### config.mk
export PLATFORM = sky130hd
export DESIGN_NAME = uni_bus_xcvr
export DESIGN_NICKNAME = d
export VERILOG_FILES = /design/src/rtl/xcvr_pkg.sv /design/src/rtl/xcvr_edge_det.sv /design/src/rtl/xcvr_store.sv /design/src/rtl/xcvr_out_stage.sv /design/src/rtl/xcvr_lane.sv /design/src/rtl/uni_bus_xcvr.sv
export SDC_FILE = /design/constraint.sdc
export NUM_CORES = 1
export LEC_CHECK = 0
export BUFFER_PORTS_ARGS = -buffer_cell sky130_fd_sc_hd__buf_4
export CAP_MARGIN = 20
export CORE_UTILIZATION = 54
export DETAILED_ROUTE_END_ITERATION = 8
export PLACE_DENSITY_LB_ADDON = 0.25
export SYNTH_ARGS = -nofsm -noshare
export SYNTH_HDL_FRONTEND = slang
export SYNTH_SLANG_ARGS = --single-unit
### constraint.sdc
create_clock -name clk -period 2.1 [get_ports clk]
set_clock_uncertainty 0.05 [all_clocks]
set_input_delay 0 -clock clk [delete_from_list [all_inputs] [get_ports clk]]
set_output_delay 0 -clock clk [all_outputs]
set_load 0.02 [all_outputs]
### src/rtl/xcvr_pkg.sv
package xcvr_pkg;

  typedef enum logic [1:0] {
    XM_HOLD = 2'd0,
    XM_PASS = 2'd1,
    XM_EDGE = 2'd2
  } xfer_mode_e;

  // Latch enable wins over a sampled rising edge; otherwise hold.
  function automatic xfer_mode_e pick_mode(input logic le, input logic rise);
    if (le)        return XM_PASS;
    else if (rise) return XM_EDGE;
    else           return XM_HOLD;
  endfunction

endpackage

### src/rtl/xcvr_edge_det.sv
module xcvr_edge_det (
  input  logic clk,
  input  logic srst,
  input  logic lvl,
  output logic rise
);
  logic lvl_q;

  always_ff @(posedge clk) begin
    lvl_q <= lvl;
  end

  assign rise = lvl & ~lvl_q;

  AST_RISE_SINGLE: assert property (@(posedge clk) disable iff (srst)
    rise |=> !rise);

endmodule

### src/rtl/xcvr_store.sv
module xcvr_store
  import xcvr_pkg::*;
#(
  parameter int W         = 18,
  parameter bit HAS_RESET = 1'b1
) (
  input  logic         clk,
  input  logic         srst,
  input  xfer_mode_e   mode,
  input  logic [W-1:0] d,
  output logic [W-1:0] q
);
  logic [W-1:0] q_next;

  always_comb begin
    case (mode)
      XM_PASS: q_next = d;
      XM_EDGE: q_next = d;
      default: q_next = q;
    endcase
  end

  generate
    if (HAS_RESET) begin : g_rst
      always_ff @(posedge clk) begin
        if (srst) q <= '0;
        else      q <= q_next;
      end

      AST_RESET_CLEAR: assert property (@(posedge clk)
        srst |=> (q == '0));
    end else begin : g_norst
      always_ff @(posedge clk) begin
        q <= q_next;
      end
    end
  endgenerate

endmodule

### src/rtl/xcvr_out_stage.sv
module xcvr_out_stage #(
  parameter int W = 18
) (
  input  logic         en,
  input  logic         le,
  input  logic [W-1:0] d,
  input  logic [W-1:0] store_q,
  output logic [W-1:0] q,
  output logic         drive
);
  logic [W-1:0] view;

  assign view  = le ? d : store_q;
  assign q     = en ? view : '0;
  assign drive = en;

endmodule

### src/rtl/xcvr_lane.sv
module xcvr_lane
  import xcvr_pkg::*;
#(
  parameter int W             = 18,
  parameter bit EN_ACTIVE_LOW = 1'b0,
  parameter bit HAS_RESET     = 1'b1
) (
  input  logic         clk,
  input  logic         srst,
  input  logic         en_pin,
  input  logic         le,
  input  logic         ck,
  input  logic [W-1:0] d,
  output logic [W-1:0] q,
  output logic         drive
);
  logic         en;
  logic         ck_rise;
  xfer_mode_e   mode;
  logic [W-1:0] store_q;

  generate
    if (EN_ACTIVE_LOW) begin : g_en_low
      assign en = ~en_pin;
    end else begin : g_en_high
      assign en = en_pin;
    end
  endgenerate

  xcvr_edge_det u_edge (
    .clk  (clk),
    .srst (srst),
    .lvl  (ck),
    .rise (ck_rise)
  );

  assign mode = pick_mode(le, ck_rise);

  xcvr_store #(.W(W), .HAS_RESET(HAS_RESET)) u_store (
    .clk  (clk),
    .srst (srst),
    .mode (mode),
    .d    (d),
    .q    (store_q)
  );

  xcvr_out_stage #(.W(W)) u_out (
    .en      (en),
    .le      (le),
    .d       (d),
    .store_q (store_q),
    .q       (q),
    .drive   (drive)
  );

  AST_PASS_FOLLOWS: assert property (@(posedge clk) disable iff (srst)
    (le && drive) |-> (q == d));

  AST_HOLD_STABLE: assert property (@(posedge clk) disable iff (srst)
    (!le && !ck_rise) |=> $stable(store_q));

  AST_EDGE_LOADS: assert property (@(posedge clk) disable iff (srst)
    (!le && ck_rise) |=> (store_q == $past(d)));

  AST_FALL_KEEPS: assert property (@(posedge clk) disable iff (srst)
    (le && !$past(srst)) |=> (store_q == $past(d)));

  AST_RISE_NO_EXTRA: assert property (@(posedge clk) disable iff (srst)
    (le && ck_rise) |=> (store_q == $past(d)));

  AST_OFF_QUIET: assert property (@(posedge clk) disable iff (srst)
    (en_pin == EN_ACTIVE_LOW) |-> (q == '0 && !drive));

endmodule

### src/rtl/uni_bus_xcvr.sv
module uni_bus_xcvr #(
  parameter int W         = 18,
  parameter bit HAS_RESET = 1'b1
) (
  input  logic         clk,
  input  logic         srst,
  input  logic         ab_oe,
  input  logic         ab_le,
  input  logic         ab_ck,
  input  logic         ba_oe_n,
  input  logic         ba_le,
  input  logic         ba_ck,
  input  logic [W-1:0] a_in,
  output logic [W-1:0] a_out,
  output logic         a_drive,
  input  logic [W-1:0] b_in,
  output logic [W-1:0] b_out,
  output logic         b_drive
);

  xcvr_lane #(.W(W), .EN_ACTIVE_LOW(1'b0), .HAS_RESET(HAS_RESET)) u_ab (
    .clk    (clk),
    .srst   (srst),
    .en_pin (ab_oe),
    .le     (ab_le),
    .ck     (ab_ck),
    .d      (a_in),
    .q      (b_out),
    .drive  (b_drive)
  );

  xcvr_lane #(.W(W), .EN_ACTIVE_LOW(1'b1), .HAS_RESET(HAS_RESET)) u_ba (
    .clk    (clk),
    .srst   (srst),
    .en_pin (ba_oe_n),
    .le     (ba_le),
    .ck     (ba_ck),
    .d      (b_in),
    .q      (a_out),
    .drive  (a_drive)
  );

  AST_BA_POLARITY: assert property (@(posedge clk) disable iff (srst)
    ba_oe_n |-> (!a_drive && a_out == '0));

  AST_AB_POLARITY: assert property (@(posedge clk) disable iff (srst)
    !ab_oe |-> (!b_drive && b_out == '0));

endmodule

# == Word-level counts from Yosys, hierarchy flattened ==
# Cells that the tools add are included.
# W data, S select, Z words.
# op_classes
n_eq_ne,4
n_mux,8
n_bitwise,5
reduce_logical,2
# ops
operator,count
$mux W18,4
$mux W2,4
$eq A2 B1 Y1 const B,2
$eq A2 B2 Y1 const B,2
$reduce_or A2 Y1,2
$not A1 Y1,3
$and A1 B1 Y1,2
# totals
reg_bits,38
in_bits,44
word_cells,23

# == Depth between registers and ports, before layout ==
# Gate-level depths: netlist (run 1).
# depth
depth_word,6
mapped_depth,5

# == Cells and area by module ==
# A second synthesis (run 1) with hierarchy kept.
# unflattened
hier_cells,241
hier_area_um2,2408.6
# by_module_without_submodules
mod,n_inst,cells_per_inst,area_per_inst_um2
xcvr_store,2,77,819.5
xcvr_out_stage,2,40,335.3
xcvr_edge_det,2,2,33.8
xcvr_lane at u_ba,1,2,17.5
xcvr_lane at u_ab,1,1,13.8

# == Least setup slack after synthesis (run 1) ==
# No wires, ideal clock.
# synth_path
kind,reg-to-reg
startpoint,register u_ab.u_edge.lvl_q
endpoint,register u_ab.u_store.q[10]
arrival_ns,0.911
slack_ns,1.067
path_stages_with_launch,6
path_buffers,2
period_less_slack_ns,1.033
cell_sequence,dfxtp_1 -> inv_1 -> a21oi_2 -> buf_6 -> buf_12 -> mux2i_1
# synth_via
elab_chain_cells,6
elab_cells_between_ends,7
classes_between,eq/ne: 2; mux: 2; bitwise: 2; reduce/logical: 1
# synth_rtl
element,line,source
"start, declared",xcvr_edge_det.sv:7,logic lvl_q;
"start signal, assigned",xcvr_edge_det.sv:10,lvl_q <= lvl;
$not A1 Y1 *,xcvr_edge_det.sv:13,assign rise = lvl & ~lvl_q;
$and A1 B1 Y1 *,xcvr_edge_det.sv:13,
$mux W2 *,xcvr_pkg.sv:12,else if (rise) return XM_EDGE;
$mux W2 *,xcvr_pkg.sv:11,if (le) return XM_PASS;
$eq A2 B2 Y1 / $eq A2 B1 Y1 (equally long branches),xcvr_store.sv:16,case (mode)
$reduce_or A2 Y1 (no line) *,-,
"end signal, assigned",xcvr_store.sv:27,else q <= q_next;
"end, declared",xcvr_store.sv:11,output logic [W-1:0] q
# Mark *: on every way between the ends. The rest lies on a longest branch, timed or not.
# A chain may end at the register's enable or synchronous reset.

# == Worst setup path after layout (run 1) ==
# layout_path
startpoint,input port ab_ck
endpoint,register u_ab.u_store.q[0]
# layout_via
elab_chain_cells,5
elab_cells_between_ends,6
classes_between,eq/ne: 2; mux: 2; bitwise: 1; reduce/logical: 1
# layout_rtl
element,line,source
"start, declared",uni_bus_xcvr.sv:9,"input logic ab_ck,"
$and A1 B1 Y1 *,xcvr_edge_det.sv:13,
$mux W2 *,xcvr_pkg.sv:12,
$mux W2 *,xcvr_pkg.sv:11,
$eq A2 B2 Y1 / $eq A2 B1 Y1 (equally long branches),xcvr_store.sv:16,
$reduce_or A2 Y1 (no line) *,-,
# Marks and branches as above.

==> results of run 1 <==
==> registers in the layout, indices dropped and copies added (netlist names) <==
register	count
u_ab.u_store.q	18
u_ba.u_edge.lvl_q	1
u_ba.u_store.q	18
u_ab.u_edge.lvl_q	1
==> power breakdown <==
| part | internal, µW | total [µW] | switching, µW |
|---|---|---|---|
| registers | 771 | 798 | 26.1 |
| clock network | 331 | 573 | 242 |
| logic | 268 | 492 | 224 |
| total | 1370 | 1860 | 493 |
==> critical path: cells and delay by family <==
| kind | cells | cell delay (ns) |
|---|---|---|
| compound gates | 1 | 0.10 |
| mux | 1 | 0.25 |
| buf+inv | 3 | 0.99 |
==> metal layers <==
metal	vias to the layer above	part of all wire	GRT usage
li1	1002	-	-
met1	859	0.43	0.261
met2	54	0.51	0.419
met3	4	0.050	0.0456
met4	0	0.0060	0.0718
met5	-	0	0
==> Yosys cell counts, drive strengths merged <==
| cell type | instances | area [µm²] |
|---|---|---|
| nand2b | 72 | 450 |
| clkbuf | 8 | 30.0 |
| buf | 12 | 125 |
| mux2i | 72 | 721 |
| nor2 | 18 | 67.6 |
| dfxtp | 38 | 761 |
| inv | 3 | 11.3 |
| nor2b | 18 | 113 |
| a21oi | 2 | 17.5 |
==> worst paths after layout <==
path	end	slack (ns)	cells after the start
worst max-delay path	u_ab.u_store.q[0]	0.89	5
worst max register to register	u_ab.u_store.q[0]	0.92	4
worst min register to register	u_ab.u_store.q[1]	0.42	2
worst min-delay path	u_ba.u_store.q[11]	0.28	3
==> area by class of cell <==
| type | count | area, µm² | area share |
|---|---|---|---|
| Multi-Input combinational cell | 182 | 1370 | 0.413 |
| Timing Repair Buffer | 121 | 1000 | 0.303 |
| Sequential cell | 38 | 761 | 0.229 |
| Clock buffer | 8 | 110 | 0.0332 |
| Tap cell | 50 | 62.6 | 0.0189 |
| Inverter | 3 | 11.3 | 0.00339 |
==> per-stage QoR <==
stage,cell area (µm²),cells,setup WS (ns)
floorplan,2300,243,1.07
global placement,2830,356,1.00
detailed placement,2830,356,0.945
CTS,3310,401,0.906
global route,3320,402,0.856
finish,3320,402,0.895
==> logic make-up after synthesis <==
group / after synthesis
mux: 72
simple gates: 108
flops: 38
compound gates: 2
buf+inv: 23
==> summary.md, run 1 <==
| Metric | Value |
|---|---|
| Die width | 67.2 µm |
| Antenna-violating nets left | 0 |
| WHS | 0.282 ns |
| CP Cell Sequence | dlygate4sd3_1 -> buf_4 -> a21oi_2 -> buf_4 -> mux2i_1 |
| CTS Hold Bufs | 37 |
| Worst path most repeated cell | buf_4 |
| Clock slew at the register clock pins of the worst setup and hold paths | 0.07 ns |
| Clock latency at the later pin of the worst-skew pair | 0.28 ns |
| Post-Synth Adder-Cell Area | 0 |
| Effective utilization at floorplan | 0.570 |
| Commonest non-fill, non-tap cell in the layout | buf_4 |
| Slowest cell on crit path | dlygate4sd3_1 |
| Peak supply drop | 0.000346 V |
| XOR/XNOR Fraction of Synth Area | 0 |
| PostCTS Resize Cnt | 0 |
| Largest family of logic cells by synthesized area | multiplexers |
| # clock sinks | 38 |
| Clock tree buffer depth | 2 |
| Vert. Die Dim | 67.2 µm |
| Worst hold path class | primary input to flop |
| Initial DRC count | 79 |
| Wire per inst | 12.8 µm |
| Layout Area Growth over Synthesis | 44.5% |
| Commonest cells after routing, fill and taps aside | buf_4 (83), mux2i_1 (72), nand2b_1 (72), dlygate4sd3_1 (38), dfxtp_1 (38) |
| Via/cell ratio | 4.77 |
| Grt ovf | 0 |
| Power Total | 1860 µW |
| Layout cells sized above 1 | 0.264 |
| Post-Syn Nets | 287 |
| Drt first pass iters | 4 |
| CTS Root Cell | clkbuf_8 |
| Clock tree from TritonCTS | done |
| Detailed Place HPWL | 3050 µm |
| Post-CTS Setup Bufs | 0 |
| Multiplexer area fraction after synthesis | 0.314 |
| Setup TNS | 0 ns |
| Final wirelength | 5130 µm |
| I/O Pins | 82 |
| Fill cell count | 249 |
| GR Util All Layers | 0.228 |
| Largest net degree at the start of global routing | 73 |
| Initial antenna violation count | 0 |
| Minimum clock period | 1.21 ns |
| Fin util | 0.823 |
| Count of final setup violators | 0 |
| Max-cap violations | 0 |
| Core area | 4030 µm² |
| Hold path startpoint | srst |
| Vias in the first global route | 1,793 |
| Tcrit/Tclk final | 0.574 |
| Status | finished clean |
| Drt drc | 0 |
| CP arrival | 1.36 ns |
| CP Capture Type | flop |
| Yosys warnings | 0 |
| Diode count | 0 |
| Slowest stage delay, CP | 0.53 ns |
| Row count | 23 |
| Clock buffer count from CTS | 5 |
| GPL Wtd Cong | 0.648 |
| CTS H-tree depth | 2 |
| Reg2Reg Launch Point | u_ab.u_edge.lvl_q |
| Crit path from | ab_ck |
| Slew HR | 0.680 |
| DR vias | 1,919 |
| First-pass GRT wire length | 7730 µm |
| CP required | 2.25 ns |
| Cell area power density | 562 nW/µm² |
| Highest clock rate | 0.830 GHz |
| RSZ-0062 raised after global routing | no |
| Final Hold Viols | 0 |
| Max-slew violation count | 0 |
| CP startpoint kind | primary input |
| Synth Area in Simple Gates | 0.275 |
| Critical path type | primary input to flop |
| Average cell area after synthesis | 9.45 µm² |
| Sequential area share after synthesis | 0.331 |
| Cell area after synthesis | 2300 µm² |
| Die area | 4520 µm² |
| Leak | 0.00156 µW |
| Port Buf Inserts | 81 |
| Post-synthesis compound-gate area fraction | 0.00763 |
| Synth cell types | 13 |
| Post-Syn Instances | 243 |
| Max FO, Critical Path | 18 |
| Yosys reg bits | 38 |
| Worst-Margin Slew | 0.480 ns |
| Final nets | 395 |
No activity file was read; power rests on OpenSTA's default activity.
==> run 2: changes to the inputs <==
- ABC_AREA: unset -> 1
- CORE_UTILIZATION: 54 -> 44
- clock period: 2.1 -> 0.97 ns (I/O delays scaled with it)
==> run 2 against run 1 <==
  * The flow now finishes with violations (DRC, setup timing)
  * Via count rose by 32%
  * Utilization rose by 0.11 points
  * Clock-buffer cell count down 1
  * Final cell count up 24%
  * Sequential cell count unchanged
==> summary.md, run 2 <==
| Metric | Value |
|---|---|
| Status | finished, violations left |
| Violated checks | DRC, setup timing |
| Commonest cells after routing, fill and taps aside | buf_4 (83), nand2_1 (66), nor2_1 (59), dlygate4sd3_1 (38), a21oi_2 (31) |
| Worst reg2reg endpoint | u_ba.u_store.q[14] |
| P_int | 3000 µW |
| Slowest stage delay, CP | 0.32 ns |
| Count leader, synth | nor2_1 |
| Slew HR | 0.739 |
| Die area | 5080 µm² |
| Hold path startpoint | ab_le |
| WHS | 0.0403 ns |
| Highest clock rate | 0.973 GHz |
| Post-synth EDFFs | 0 |
| Grt ovf | 0 |
| Top Registers | u_ab.u_store.q (18), u_ba.u_store.q (18) |
| CTS Root Cell | clkbuf_8 |
| Area share of the largest cell type after synthesis | 0.360 |
| Final wirelength | 6820 µm |
| # clock sinks | 38 |
| CP required | 1.14 ns |
| Vert. Die Dim | 71.3 µm |
| Critical path type | flop to flop |
| Clock tree from TritonCTS | done |
| Peak supply drop | 0.000926 V |
| Initial antenna violation count | 0 |
| Clock slew at the register clock pins of the worst setup and hold paths | 0.07 ns |
| Worst hold path class | primary input to flop |
| Average cell area after synthesis | 6.60 µm² |
| Commonest non-fill, non-tap cell in the layout | buf_4 |
| Reg2Reg Launch Point | u_ba.u_edge.lvl_q |
| Sequential share of power | 0.402 |
| Sequential area share after synthesis | 0.360 |
| Worst hold stages | 4 |
| Yosys warnings | 0 |
| Crit path max-delay family | simple AND/OR/NAND/NOR gates |
| Initial DRC count | 177 |
| Drt first pass iters | 6 |
| Multi-input combinational cell area | 1380 µm² |
| Crit path from | u_ba.u_edge.lvl_q |
| CP arrival | 1.19 ns |
| Buffers and inverters on the worst path | 2 |
| Max FO, Critical Path | 8 |
| Power share of the clock group | 0.257 |
| Vias in the first global route | 2,326 |
| Synth top area cells | dfxtp_1 (36%), nor2_1 (16%), nand2_1 (12%) |
| Row count | 24 |
| Switching share of power | 0.316 |
| Clock buffer count from CTS | 5 |
| Post-synth top flop | dfxtp_1 |
| Cell area after synthesis | 2110 µm² |
| PnR worst setup slack | -0.0576 ns |
| Fill cell count | 285 |
| Switch Pwr | 1380 µW |
| Final nets | 490 |
| Max-slew violation count | 0 |
| CP startpoint kind | flop |
| GPL Wtd Cong | 0.715 |
| Clock latency at the later pin of the worst-skew pair | 0.28 ns |
| Area leader, netlist | dfxtp_1 |
| Layout Area Growth over Synthesis | 74.5% |
| Reg2reg path depth | 6 |
| Post-Syn Instances | 320 |
| DR vias | 2,540 |
| First-pass GRT wire length | 9360 µm |
| Sequential cell area | 795 µm² |
| Combinational share of power | 0.340 |
| Yosys reg bits | 38 |
| Setup TNS | -0.279 ns |
| Layout cells sized above 1 | 0.503 |
| Hold path endpoint | u_ab.u_store.q[2] |
| CP Capture Type | flop |
| Drt drc | 3 |
| Minimum clock period | 1.03 ns |
| Worst-Margin Slew | 0.391 ns |
| I/O Pins | 82 |
| Wire per inst | 13.7 µm |
| Clock tree buffer depth | 2 |
| Asr flop ratio synth | 0 |
| Max-cap violations | 0 |
| RSZ-0062 raised after global routing | yes |
| CTS H-tree depth | 2 |
| Die width | 71.3 µm |
| Count of final setup violators | 17 |
| Leak | 0.00166 µW |
| Detailed Place HPWL | 3380 µm |
| Cell area power density | 1190 nW/µm² |
| Via/cell ratio | 5.09 |
| Diode count | 0 |
| Effective utilization at floorplan | 0.472 |
| Largest net degree at the start of global routing | 37 |
| Antenna-violating nets left | 0 |
| Tcrit/Tclk final | 1.06 |
| Final Hold Viols | 0 |
| Post-Syn Nets | 364 |
| Synth cell types | 17 |
| Worst R2R Setup Slack | -0.06 ns |
| CP Cell Sequence | inv_2 -> nand2_8 -> buf_8 -> nand3_2 -> nand2_2 -> nor2_2 |
| Synth top cells by count | nor2_1 (90), nand2_1 (68), dfxtp_1 (38) |
| Core area | 4470 µm² |
| Port Buf Inserts | 81 |
| GR Util All Layers | 0.227 |
| Slowest cell on crit path | dfxtp_2 |
[run 2: worst max-delay path by stage]
stage,end,slack (ns),depth (start not counted)
floorplan,u_ab.u_store.q[15],0.04,6
global placement,u_ba.u_store.q[10],0.05,6
detailed placement,u_ba.u_store.q[11],0.02,6
CTS,b_out[4],-0.01,3
global route,u_ba.u_store.q[8],-0.11,6
finish,u_ba.u_store.q[14],-0.06,6
[run 2: worst reg2reg max path, delay by kind of cell, from the launching register on]
| family | cells | cell delay (ns) |
|---|---|---|
| buffers and inverters | 2 | 0.23 |
| AND/OR/NAND/NOR | 4 | 0.36 |
| flip-flops | 1 | 0.32 |
[run 2: cell type report]
| type | instances | share of cell area |
|---|---|---|
| tap | 52 | 0.0176 |
| timing repair buffer | 141 | 0.358 |
| inverter | 10 | 0.0102 |
| multi-input combinational | 250 | 0.374 |
| clock inverter | 1 | 0.00136 |
| clock buffer | 7 | 0.0234 |
| sequential | 38 | 0.215 |
[run 2: cells by family (layout without fill, tap and decap cells)]
family                 after synthesis  in the layout  synth area share
and+or+nand+nor                    174            174             0.328
DFF                                 38             38             0.360
AOI/OAI and AO/OA                   76             76             0.219
buffers and inverters               32            159            0.0930
[run 2: repair_timing]
action                                  4_1_cts  5_1_grt
setup buffers                                 1        6
hold endpoints to repair                     38        0
hold buffers                                 38        0
endpoints found under the setup margin       29       63
gates cloned                                  0        4
resized for setup                            13       90
pin swaps                                    31       43
[run 2: stage by stage]
stage | cell area, µm² | setup WS, ns | total power (µW) | util | std cells
detailed placement | 2800 | 0.0166 | 2890 | 0.625 | 442
finish | 3690 | -0.0576 | 4380 | 0.824 | 499
CTS | 3310 | -0.0123 | 4110 | 0.739 | 489
floorplan | 2110 | 0.0424 | 2430 | - | 320
global placement | 2800 | 0.0475 | 2860 | 0.625 | 442
global route | 3690 | -0.109 | 4550 | 0.824 | 499
[run 2: power groups by stage]
stage	Combinational [µW]	Sequential, µW	Clock [µW]
after floorplan	692	1740	0
after global placement	1110	1750	0
after detailed placement	1140	1750	0
after CTS	1270	1720	1120
after global routing	1600	1770	1180
final	1490	1760	1130
[run 2: per-layer routing]
| layer | vias to the layer above | share of wire | wire length, µm | GRT usage |
|---|---|---|---|---|
| met3 | 8 | 0.041 | 282 | 0.0408 |
| met1 | 1197 | 0.41 | 2810 | 0.240 |
| li1 | 1270 | - | - | - |
| met2 | 65 | 0.54 | 3650 | 0.437 |
| met5 | - | 0 | 0 | 0 |
| met4 | 0 | 0.012 | 79 | 0.0956 |
==> run 3: changes to the inputs <==
- BUFFER_PORTS_ARGS: -buffer_cell sky130_fd_sc_hd__buf_4 -> -buffer_cell sky130_fd_sc_hd__buf_2
- CORE_ASPECT_RATIO: unset -> 0.5
==> run 3 against run 2 <==
  * The flow finishes with violations (setup timing)
  * Worst hold slack gained 0.12 ns
  * Register-to-register slack gained 0.05 ns
  * Maximum frequency shrank 0.95%
  * Sequential share of layout area grew 0.89 points
  * Sequential cell count is the same
  * Cell area shrank 3.7%
  * Wire length shrank 8.8%
  * Global-route usage is essentially flat
  * Critical endpoint is now a_out[5]
  * Largest power group unchanged
==> summary.md, run 3 (synthesis gave the netlist of run 2 again) <==
| Metric | Value |
|---|---|
| Status | finished, violations left |
| Violated checks | setup timing |
| Critical path type | flop to output pin |
| Peak supply drop | 0.000642 V |
| CP Capture Type | output pin |
| Max-cap violations | 0 |
| Drt first pass iters | 4 |
| Initial DRC count | 53 |
| Fin util | 0.788 |
| Die area | 5100 µm² |
| DR vias | 2,532 |
| Clock tree buffer depth | 2 |
| Worst-Margin Slew | 0.350 ns |
| Worst hold path class | primary input to flop |
| CTS Root Cell | clkbuf_8 |
| Layout Area Growth over Synthesis | 68.1% |
| Commonest non-fill, non-tap cell in the layout | nand2_1 |
| Vert. Die Dim | 51.0 µm |
| Row count | 17 |
| Top Registers | u_ab.u_store.q (18), u_ba.u_store.q (18) |
| Tcrit/Tclk final | 1.07 |
| Wire per inst | 12.2 µm |
| Diode count | 0 |
| CP required | 0.92 ns |
| Final nets | 490 |
| # clock sinks | 38 |
| Leak | 0.00162 µW |
| Grt ovf | 0 |
| Max FO, Critical Path | 2 |
| I/O Pins | 82 |
| GPL Wtd Cong | 0.730 |
| Setup TNS | -0.168 ns |
| Clock tree from TritonCTS | done |
| Power Total | 4160 µW |
| Multi-input combinational cell area | 1350 µm² |
| Commonest cells after routing, fill and taps aside | nand2_1 (68), nor2_1 (63), buf_2 (47), dlygate4sd3_1 (38), buf_4 (35) |
| Sequential cell area | 797 µm² |
| Cell area power density | 1170 nW/µm² |
| Effective utilization at floorplan | 0.469 |
| PnR worst setup slack | -0.0674 ns |
| Initial antenna violation count | 0 |
| CTS H-tree depth | 2 |
| Setup WS pre-CTS | 0.0235 ns |
| Largest net degree at the start of global routing | 37 |
| CP startpoint kind | flop |
| Fill cell count | 308 |
| Final Hold Viols | 0 |
| Vias in the first global route | 2,195 |
| Slew HR | 0.767 |
| CP arrival | 0.99 ns |
| WHS | 0.161 ns |
| Core area | 4510 µm² |
| Count of final setup violators | 10 |
| Die width | 100 µm |
| First-pass GRT wire length | 9170 µm |
| Detailed Place HPWL | 3370 µm |
| Final wirelength | 6220 µm |
| Antenna-violating nets left | 0 |
| RSZ-0062 raised after global routing | yes |
| Clock slew at the register clock pins of the worst setup and hold paths | 0.07 ns |
| Highest clock rate | 0.964 GHz |
| Minimum clock period | 1.04 ns |
| Drt drc | 0 |
| Clock buffer count from CTS | 5 |
| Via/cell ratio | 4.95 |
| Layout cells sized above 1 | 0.484 |
| Clock latency at the later pin of the worst-skew pair | 0.28 ns |
| Max-slew violation count | 0 |
| Port Buf Inserts | 81 |
| GR Util All Layers | 0.227 |
run 3: cell types whose count changed in the layout (fill, tap and decap cells not counted), sizes merged:
| cell | delta |
|---|---|
| clkinv | -1 |
run 3: layer usage:
layer  share of wire  vias to the layer above  global-route usage
li1                -                     1273                   -
met1            0.42                     1178               0.243
met2            0.52                       71               0.457
met3           0.037                       10              0.0479
met4           0.016                        0              0.0652
met5               0                        -                   0
run 3: power by group:
group	internal (µW)	leakage, µW	switching (µW)	total, µW
logic	665	0.00125	739	1400
clock network	495	0.0000383	500	994
registers	1700	0.000325	64.7	1770
run 3: cell type report:
| cell class | count | share of cell area |
|---|---|---|
| tap | 66 | 0.0232 |
| clock buffer | 7 | 0.0215 |
| timing repair buffer | 141 | 0.341 |
| sequential | 38 | 0.224 |
| multi-input combinational | 250 | 0.379 |
| inverter | 10 | 0.0106 |
run 3: path summary, 6_finish.rpt:
kind / start / cells past startpoint / endpoint / slack [ns]
worst min register to register: u_ba.u_store.q[2] / 4 / u_ba.u_store.q[2] / 0.50
worst min-delay path: srst / 5 / u_ba.u_store.q[2] / 0.16
worst max register to register: u_ab.u_edge.lvl_q / 5 / u_ab.u_store.q[17] / -0.01
worst max-delay path: u_ba.u_store.q[5] / 3 / a_out[5] / -0.07
run 3: stage by stage:
stage	area [µm²]	instances
floorplan	2110	320
global placement	2630	457
detailed placement	2630	457
CTS	3160	504
global route	3550	512
finish	3550	512
run 3: timing repair:
| action | 4_1_cts | 5_1_grt |
|---|---|---|
| gates resized for setup | 26 | 102 |
| cloned | 0 | 4 |
| setup buffers | 2 | 4 |
| hold endpoints to repair | 38 | 0 |
| hold buffers | 38 | 0 |
| pin swaps | 23 | 50 |
| endpoints found under the setup margin | 27 | 57 |
run 3: critical path, cell delays in order (launching register included):
cell and delay, ns:
dfxtp_2 0.33, nor2_2 0.04, nor2_1 0.16, buf_4 0.17
